### config.mk
export PLATFORM = sky130hd
export DESIGN_NAME = simd_lane_shuffle
export DESIGN_NICKNAME = d
export VERILOG_FILES = /design/src/rtl/shuf_pkg.sv /design/src/rtl/shuf_field_perm.sv /design/src/rtl/shuf_result_mux.sv /design/src/rtl/simd_lane_shuffle.sv
export SDC_FILE = /design/constraint.sdc
export NUM_CORES = 1
export LEC_CHECK = 0
export BUFFER_PORTS_ARGS = -buffer_cell sky130_fd_sc_hd__buf_2
export CORE_MARGIN = 10
export CORE_UTILIZATION = 35
export DETAILED_ROUTE_END_ITERATION = 7
export PLACE_DENSITY_LB_ADDON = 0.2
export SLEW_MARGIN = 40
export SYNTH_ARGS = -nofsm -noshare
export SYNTH_HDL_FRONTEND = slang
export SYNTH_HIERARCHICAL = 1
export SYNTH_SLANG_ARGS = --single-unit
### constraint.sdc
create_clock -name clk -period 3.4 [get_ports clk]
set_input_delay 0.17 -clock clk [delete_from_list [all_inputs] [get_ports clk]]
set_output_delay 0.17 -clock clk [all_outputs]
set_load 0.01 [all_outputs]
### src/rtl/shuf_pkg.sv
// Package: shared mode encoding for the lane shuffle unit.
// Assumes a 2-bit mode field; all four codes are defined.
package shuf_pkg;
    typedef enum logic [1:0] {
        SHUF_LO_WORD = 2'b00,
        SHUF_HI_WORD = 2'b01,
        SHUF_DWORD   = 2'b10,
        SHUF_W64     = 2'b11
    } shuf_mode_t;
endpackage

### src/rtl/shuf_field_perm.sv
// Module: shuf_field_perm
// Permutes NUM_F fields of FIELD_W bits. Each destination field takes the
// source field named by its selector slot. Purely combinational.
// Assumes NUM_F is a power of two, so every selector value is in range.
module shuf_field_perm #(
    parameter int FIELD_W = 16,
    parameter int NUM_F   = 4,
    localparam int SEL_W  = $clog2(NUM_F),
    localparam int VEC_W  = FIELD_W * NUM_F
) (
    input  logic [VEC_W-1:0]       src,
    input  logic [NUM_F*SEL_W-1:0] sel,
    output logic [VEC_W-1:0]       dst
);
    logic [FIELD_W-1:0] src_f [NUM_F];

    for (genvar j = 0; j < NUM_F; j++) begin : g_split
        // Unpack source field j.
        assign src_f[j] = src[j*FIELD_W +: FIELD_W];
    end

    for (genvar i = 0; i < NUM_F; i++) begin : g_pick
        // Destination field i chooses its source through selector slot i.
        assign dst[i*FIELD_W +: FIELD_W] = src_f[sel[i*SEL_W +: SEL_W]];
    end
endmodule

### src/rtl/shuf_result_mux.sv
// Module: shuf_result_mux
// Combines the half-word and doubleword permute outputs into the next result
// according to the mode: pass-through of the idle half, or zero upper half.
// Assumes DATA_W is even.
module shuf_result_mux
    import shuf_pkg::*;
#(
    parameter int DATA_W  = 128,
    localparam int HALF_W = DATA_W / 2
) (
    input  shuf_mode_t        mode,
    input  logic [DATA_W-1:0] src,
    input  logic [HALF_W-1:0] lo_perm,
    input  logic [HALF_W-1:0] hi_perm,
    input  logic [DATA_W-1:0] dw_perm,
    output logic [DATA_W-1:0] result
);
    // Select the full result for the active mode.
    always_comb begin
        unique case (mode)
            SHUF_LO_WORD: result = {src[DATA_W-1:HALF_W], lo_perm};
            SHUF_HI_WORD: result = {hi_perm, src[HALF_W-1:0]};
            SHUF_DWORD:   result = dw_perm;
            SHUF_W64:     result = {{HALF_W{1'b0}}, lo_perm};
            default:      result = '0;
        endcase
    end
endmodule

### src/rtl/simd_lane_shuffle.sv
// Module: simd_lane_shuffle (top)
// Registered single-operand field shuffle. The result is captured one clock
// after in_valid and held while in_valid is low.
// Assumes four fields per lane group, so the selector word is 4 x 2 bits.
module simd_lane_shuffle
    import shuf_pkg::*;
#(
    parameter int DATA_W   = 128,
    parameter int WORD_W   = 16,
    localparam int HALF_W  = DATA_W / 2,
    localparam int DWORD_W = 2 * WORD_W,
    localparam int NUM_F   = HALF_W / WORD_W,
    localparam int IMM_W   = NUM_F * $clog2(NUM_F)
) (
    input  logic              clk,
    input  logic              rst_n,
    input  logic              in_valid,
    input  logic [DATA_W-1:0] in_operand,
    input  logic [IMM_W-1:0]  in_imm,
    input  logic [1:0]        in_mode,
    output logic              out_valid,
    output logic [DATA_W-1:0] out_result
);
    logic [HALF_W-1:0] lo_perm, hi_perm;
    logic [DATA_W-1:0] dw_perm, next_result;

    shuf_field_perm #(.FIELD_W(WORD_W), .NUM_F(NUM_F)) u_lo_perm (
        .src(in_operand[HALF_W-1:0]), .sel(in_imm), .dst(lo_perm));

    shuf_field_perm #(.FIELD_W(WORD_W), .NUM_F(NUM_F)) u_hi_perm (
        .src(in_operand[DATA_W-1:HALF_W]), .sel(in_imm), .dst(hi_perm));

    shuf_field_perm #(.FIELD_W(DWORD_W), .NUM_F(NUM_F)) u_dw_perm (
        .src(in_operand), .sel(in_imm), .dst(dw_perm));

    shuf_result_mux #(.DATA_W(DATA_W)) u_mux (
        .mode(shuf_mode_t'(in_mode)), .src(in_operand),
        .lo_perm(lo_perm), .hi_perm(hi_perm), .dw_perm(dw_perm),
        .result(next_result));

    // Output register: clear on reset, load on request, hold otherwise.
    always_ff @(posedge clk) begin
        if (!rst_n) begin
            out_valid  <= 1'b0;
            out_result <= '0;
        end else begin
            out_valid <= in_valid;
            if (in_valid) out_result <= next_result;
        end
    end
endmodule

# Word level (Yosys, flattened, before mapping)
# Cells that the tools add are included.
[word_totals]
register_bits = 129
[op_classes]
n_lt_le_gt_ge = 4
eq_ne = 3
mux = 37
n_bitwise = 4
n_reduce_logical = 1
[op_table]
columns = ["operator", "count"]
rows = [
  ["128-bit case mux with 4 select lines", 1],
  ["16-bit binary-select mux with 2-bit select", 8],
  ["32-bit binary-select mux with 2-bit select", 4],
  ["16-bit 2-to-1 mux", 16],
  ["32-bit 2-to-1 mux", 8],
  ["3-bit greater-or-equal comparator, second input constant", 4],
  ["2-bit inverter with 3-bit output", 4],
  ["2-bit == test, second input constant", 2],
  ["2-bit by 1-bit == test with 1-bit output, second input constant", 1],
  ["2-bit zero test", 1],
]

# Depth between registers and ports, before layout
[logic_depth]
word_depth = 5
mapped_depth = 7

# Cells and area by module
# Netlist, hierarchy kept.
[by_module_without_submodules]
columns = ["mod", "instances", "cells_each", "area_per_inst_um2", "seq_area_each_um2"]
rows = [
  ["simd_lane_shuffle", 1, 415, 4986.0, 2582.5],
  ["shuf_result_mux", 1, 364, 3535.9, 0.0],
  ["shuf_field_perm (u_hi_perm ...)", 2, 80, 1696.6, 0.0],
  ["shuf_field_perm (u_dw_perm)", 1, 156, 3258.1, 0.0],
]

# Worst setup path before layout
# Ideal clock, no wire load.
[synth_timing]
kind = "input -> register"
from = "input in_imm[0]"
to = "register out_result[10]"
t_arrival_ns = 1.308
required_ns = 3.284
slack_ns = 1.976
stages = 7
path_buffers = 2
path_cell_list = "buf_6 > buf_12 > mux4_2 > mux2i_1 > mux2i_1 > mux2i_1 > nor2b_1"
[synth_via]
elab_chain_cells = 5
[synth_rtl]
columns = ["item", "line_no", "text"]
rows = [
  ["start, declared", "simd_lane_shuffle.sv:19", "input logic [IMM_W-1:0] in_imm,"],
  ["2-bit inverter with 3-bit output (not written as such)", "shuf_field_perm.sv:24", "assign dst[i*FIELD_W +: FIELD_W] = src_f[sel[i*SEL_W +: SEL_W]];"],
  ["16-bit binary-select mux with 2-bit select", "shuf_field_perm.sv:24", ""],
  ["16-bit 2-to-1 mux (not written as such) (2 in a row)", "shuf_field_perm.sv:24", ""],
  ["named net lo_perm[10]", "simd_lane_shuffle.sv:24", "logic [HALF_W-1:0] lo_perm, hi_perm;"],
  ["128-bit case mux with 4 select lines", "shuf_result_mux.sv:20", "unique case (mode)"],
  ["named net next_result[10]", "simd_lane_shuffle.sv:25", "logic [DATA_W-1:0] dw_perm, next_result;"],
  ["end signal, assigned", "simd_lane_shuffle.sv:48", "if (in_valid) out_result <= next_result;"],
  ["end, declared", "simd_lane_shuffle.sv:22", "output logic [DATA_W-1:0] out_result"],
]
# The timed path passes the listed nets, and every way through them passes these cells. The select of a mux whose other input is x is not followed.
# A chain may end at the register's enable or synchronous reset.

# Worst setup path in the final report
[layout_timing]
from = "input in_imm[2]"
to = "register out_result[18]"
# Same word-level chain as after synthesis.

==> flow_metrics.env <==
export IMPL_wl_um=53220
export IMPL_grt_util_met2=0.2580
export IMPL_core_area_mm2=0.04298
export IMPL_yosys_area_share_adder=0
export IMPL_rrSetupSlack_ns=2.70
export IMPL_yosysSeqAreaShare=0.1702
export IMPL_antenna_found_initial=26
export IMPL_status="finished clean"
export IMPL_viasPerCell=5.970
export IMPL_clock_skew_ns=0
export IMPL_period_share=0.5324
export IMPL_reg2regPathDepth=2
export IMPL_yosysWarningCount=6
export IMPL_synthMuxAreaShare=0.6472
export IMPL_hold_path_class="in2reg"
export IMPL_syn_area_mm2=0.01517
export IMPL_h_tree_depth=4
export IMPL_fin_cells=1893
export IMPL_final_min_clock_period_ns=1.810
export IMPL_numCtsBuffers=17
export IMPL_ctsResizeCount=0
export IMPL_synth_simple_gate_area_share=0.05360
export IMPL_layout_drive_gt1_share=0.4079
export IMPL_cts_sinks=129
export IMPL_synth_top_area_share=0.2969
export IMPL_cp_required_ns=3.75
export IMPL_drc=0
export IMPL_r2r_end="out_result[9]"
export IMPL_finalHoldViolCount=0
export IMPL_cts_root_buf="clkbuf_16"
export IMPL_synth_compound_area_share=0.03694
export IMPL_areaGrowthSynthToFinish_pct=11.54
export IMPL_gr_total_overflow=0
export IMPL_die_h_um=228.2
export IMPL_cts_hold_buf=0
export IMPL_clock_latency_ns=0.45
export IMPL_antenna_left=0
export IMPL_startpoint_type="input pin"
export IMPL_routedWlPerCell_um=28.12
export IMPL_grt_total_usage=0.1997
export IMPL_dp_hpwl_um=37700
export IMPL_final_common_cell="mux2i_1"
export IMPL_synthCells=1095
export IMPL_grt_max_degree=82
export IMPL_avgSynthCellArea_um2=13.86
export IMPL_post_cts_buffers=0
export IMPL_nets=1420
export IMPL_endpoint_kind="flop"
export IMPL_leakage_nw=7.219
export IMPL_die_area_mm2=0.05208
export IMPL_yosys_area_top_type="mux4_2"
export IMPL_via_count=11300
export IMPL_gp_congestion=0.8665
export IMPL_ir_drop_mv=0.2871
export IMPL_p_total_mw=5.836
export IMPL_start_util=0.3530
export IMPL_layout_common_cells="mux2i_1 (384), buf_2 (261), mux4_2 (200)"
export IMPL_crit_end="out_result[18]"
export IMPL_drt_first_iter_violations=1125
export IMPL_synth_seq_cells=129
export IMPL_crit_arrival_ns=2.16
export IMPL_die_w_um=228.2
export IMPL_cts_tree="done"
export IMPL_num_io_pins=270
export IMPL_relSlewSlack=0.4252
export IMPL_worstMarginPinSlew_ns=0.8623
export IMPL_grt_pass1_vias=10820
export IMPL_synth_xor_area_share=0
export IMPL_grt_busiest_layer="met1"
export IMPL_yosysUniqueCellTypes=13
export IMPL_firstDrtPassIters=7
export IMPL_path_max_fanout=26
export IMPL_port_buffers=269
export IMPL_setup_tns_final_ns=0
export IMPL_use_met1=0.3057
export IMPL_maxSlewViolCount=0
export IMPL_gr_usage_met3=0.06838
export IMPL_cts_max_path_buffers=2
export IMPL_setup_viol_count_final=0
export IMPL_dp_cells=1845
export IMPL_synth_nets=1236
export IMPL_yosys_top_cells_area="mux4_2 (30%), mux2i_1 (25%), dfxtp_1 (17%)"
export IMPL_maxCapViolCount=0
export IMPL_fmax_mhz=552.4
export IMPL_startpoint="in_imm[2]"
export IMPL_synth_top_family_by_area="multiplexers"
export IMPL_rsz0062_at_grt="false"
export IMPL_path_clk_slew_ns=0.06
export IMPL_critPathKind="in2reg"
export IMPL_grt_pass1_wl_um=78830
export IMPL_power_density_mw_per_mm2=344.8
export IMPL_timing_rr_start="out_result[9]"
export IMPL_rows=76
cell type report:
class / count / area, um^2
Multi-Input combinational cell: 834 / 11200
Tap cell: 585 / 732.0
Clock inverter: 9 / 153.9
Clock buffer: 23 / 478.0
Timing Repair Buffer: 297 / 1738
Antenna cell: 16 / 40.04
Sequential cell: 129 / 2582
Fill cell: 4179 / 26060
worst min-delay path by stage:
stage,startpoint,endpoint,cells past startpoint
6_report,in_operand[0],out_result[0],5
5_1_grt,in_operand[3],out_result[3],5
4_1_cts,in_operand[0],out_result[0],5
3_5_place_dp,out_result[46],out_result[46],2
3_3_place_gp,out_result[35],out_result[35],2
2_1_floorplan,out_valid,out_valid,0
cell usage after synthesis (all sizes together):
cell and n:
and2 1, buf 113, clkbuf 19, dfxtp 129, mux2i 384, mux4 256, nor2b 129, o2bb2ai 64
cell families after synthesis:
kind of cell | Yosys count
DFF | 129
AOI/OAI and AO/OA | 64
and+or+nand+nor | 130
buffers and inverters | 132
muxes | 640
per-stage QoR:
stage | setup slack (ns) | cell area (um^2) | hold WS (ns) | utilization
finish | 1.590 | 16930 | 0.3148 | 0.3938
global route | 1.420 | 16910 | 0.3293 | 0.3935
CTS | 1.613 | 16880 | 0.2782 | 0.3928
detailed placement | 1.121 | 16250 | 0.4986 | 0.3781
global placement | 1.135 | 16250 | 0.4903 | 0.3781
floorplan | 1.976 | 15170 | 0.4740 | -
metal layers:
metal  up-vias  wire, um  part of all wire
met5         -       109            0.0020
met4        20       694             0.013
met3        52      5244             0.099
met2       500     21570              0.41
met1      5793     25600              0.48
li1       4936         -                 -
flip-flops by register name, indices dropped and copies added, names as in the netlist:
| name | flops |
|---|---|
| out_result | 128 |
| out_valid | 1 |
critical path, cell delays in order:
cell and delay, ns:
buf_4 0.44, buf_4 0.40, mux4_1 0.62, mux2i_1 0.17, mux2i_1 0.09, mux2i_1 0.15, nor2b_1 0.05
power breakdown:
group          switching [mW]  internal, mW  leakage (nW)  total (mW)
Combinational            1.07          1.01          5.85        2.08
Clock                   0.776          1.28         0.303        2.06
Sequential             0.0671          1.63          1.06        1.70
Total                    1.91          3.93          7.22        5.84
No activity file was read; power rests on OpenSTA's default activity.
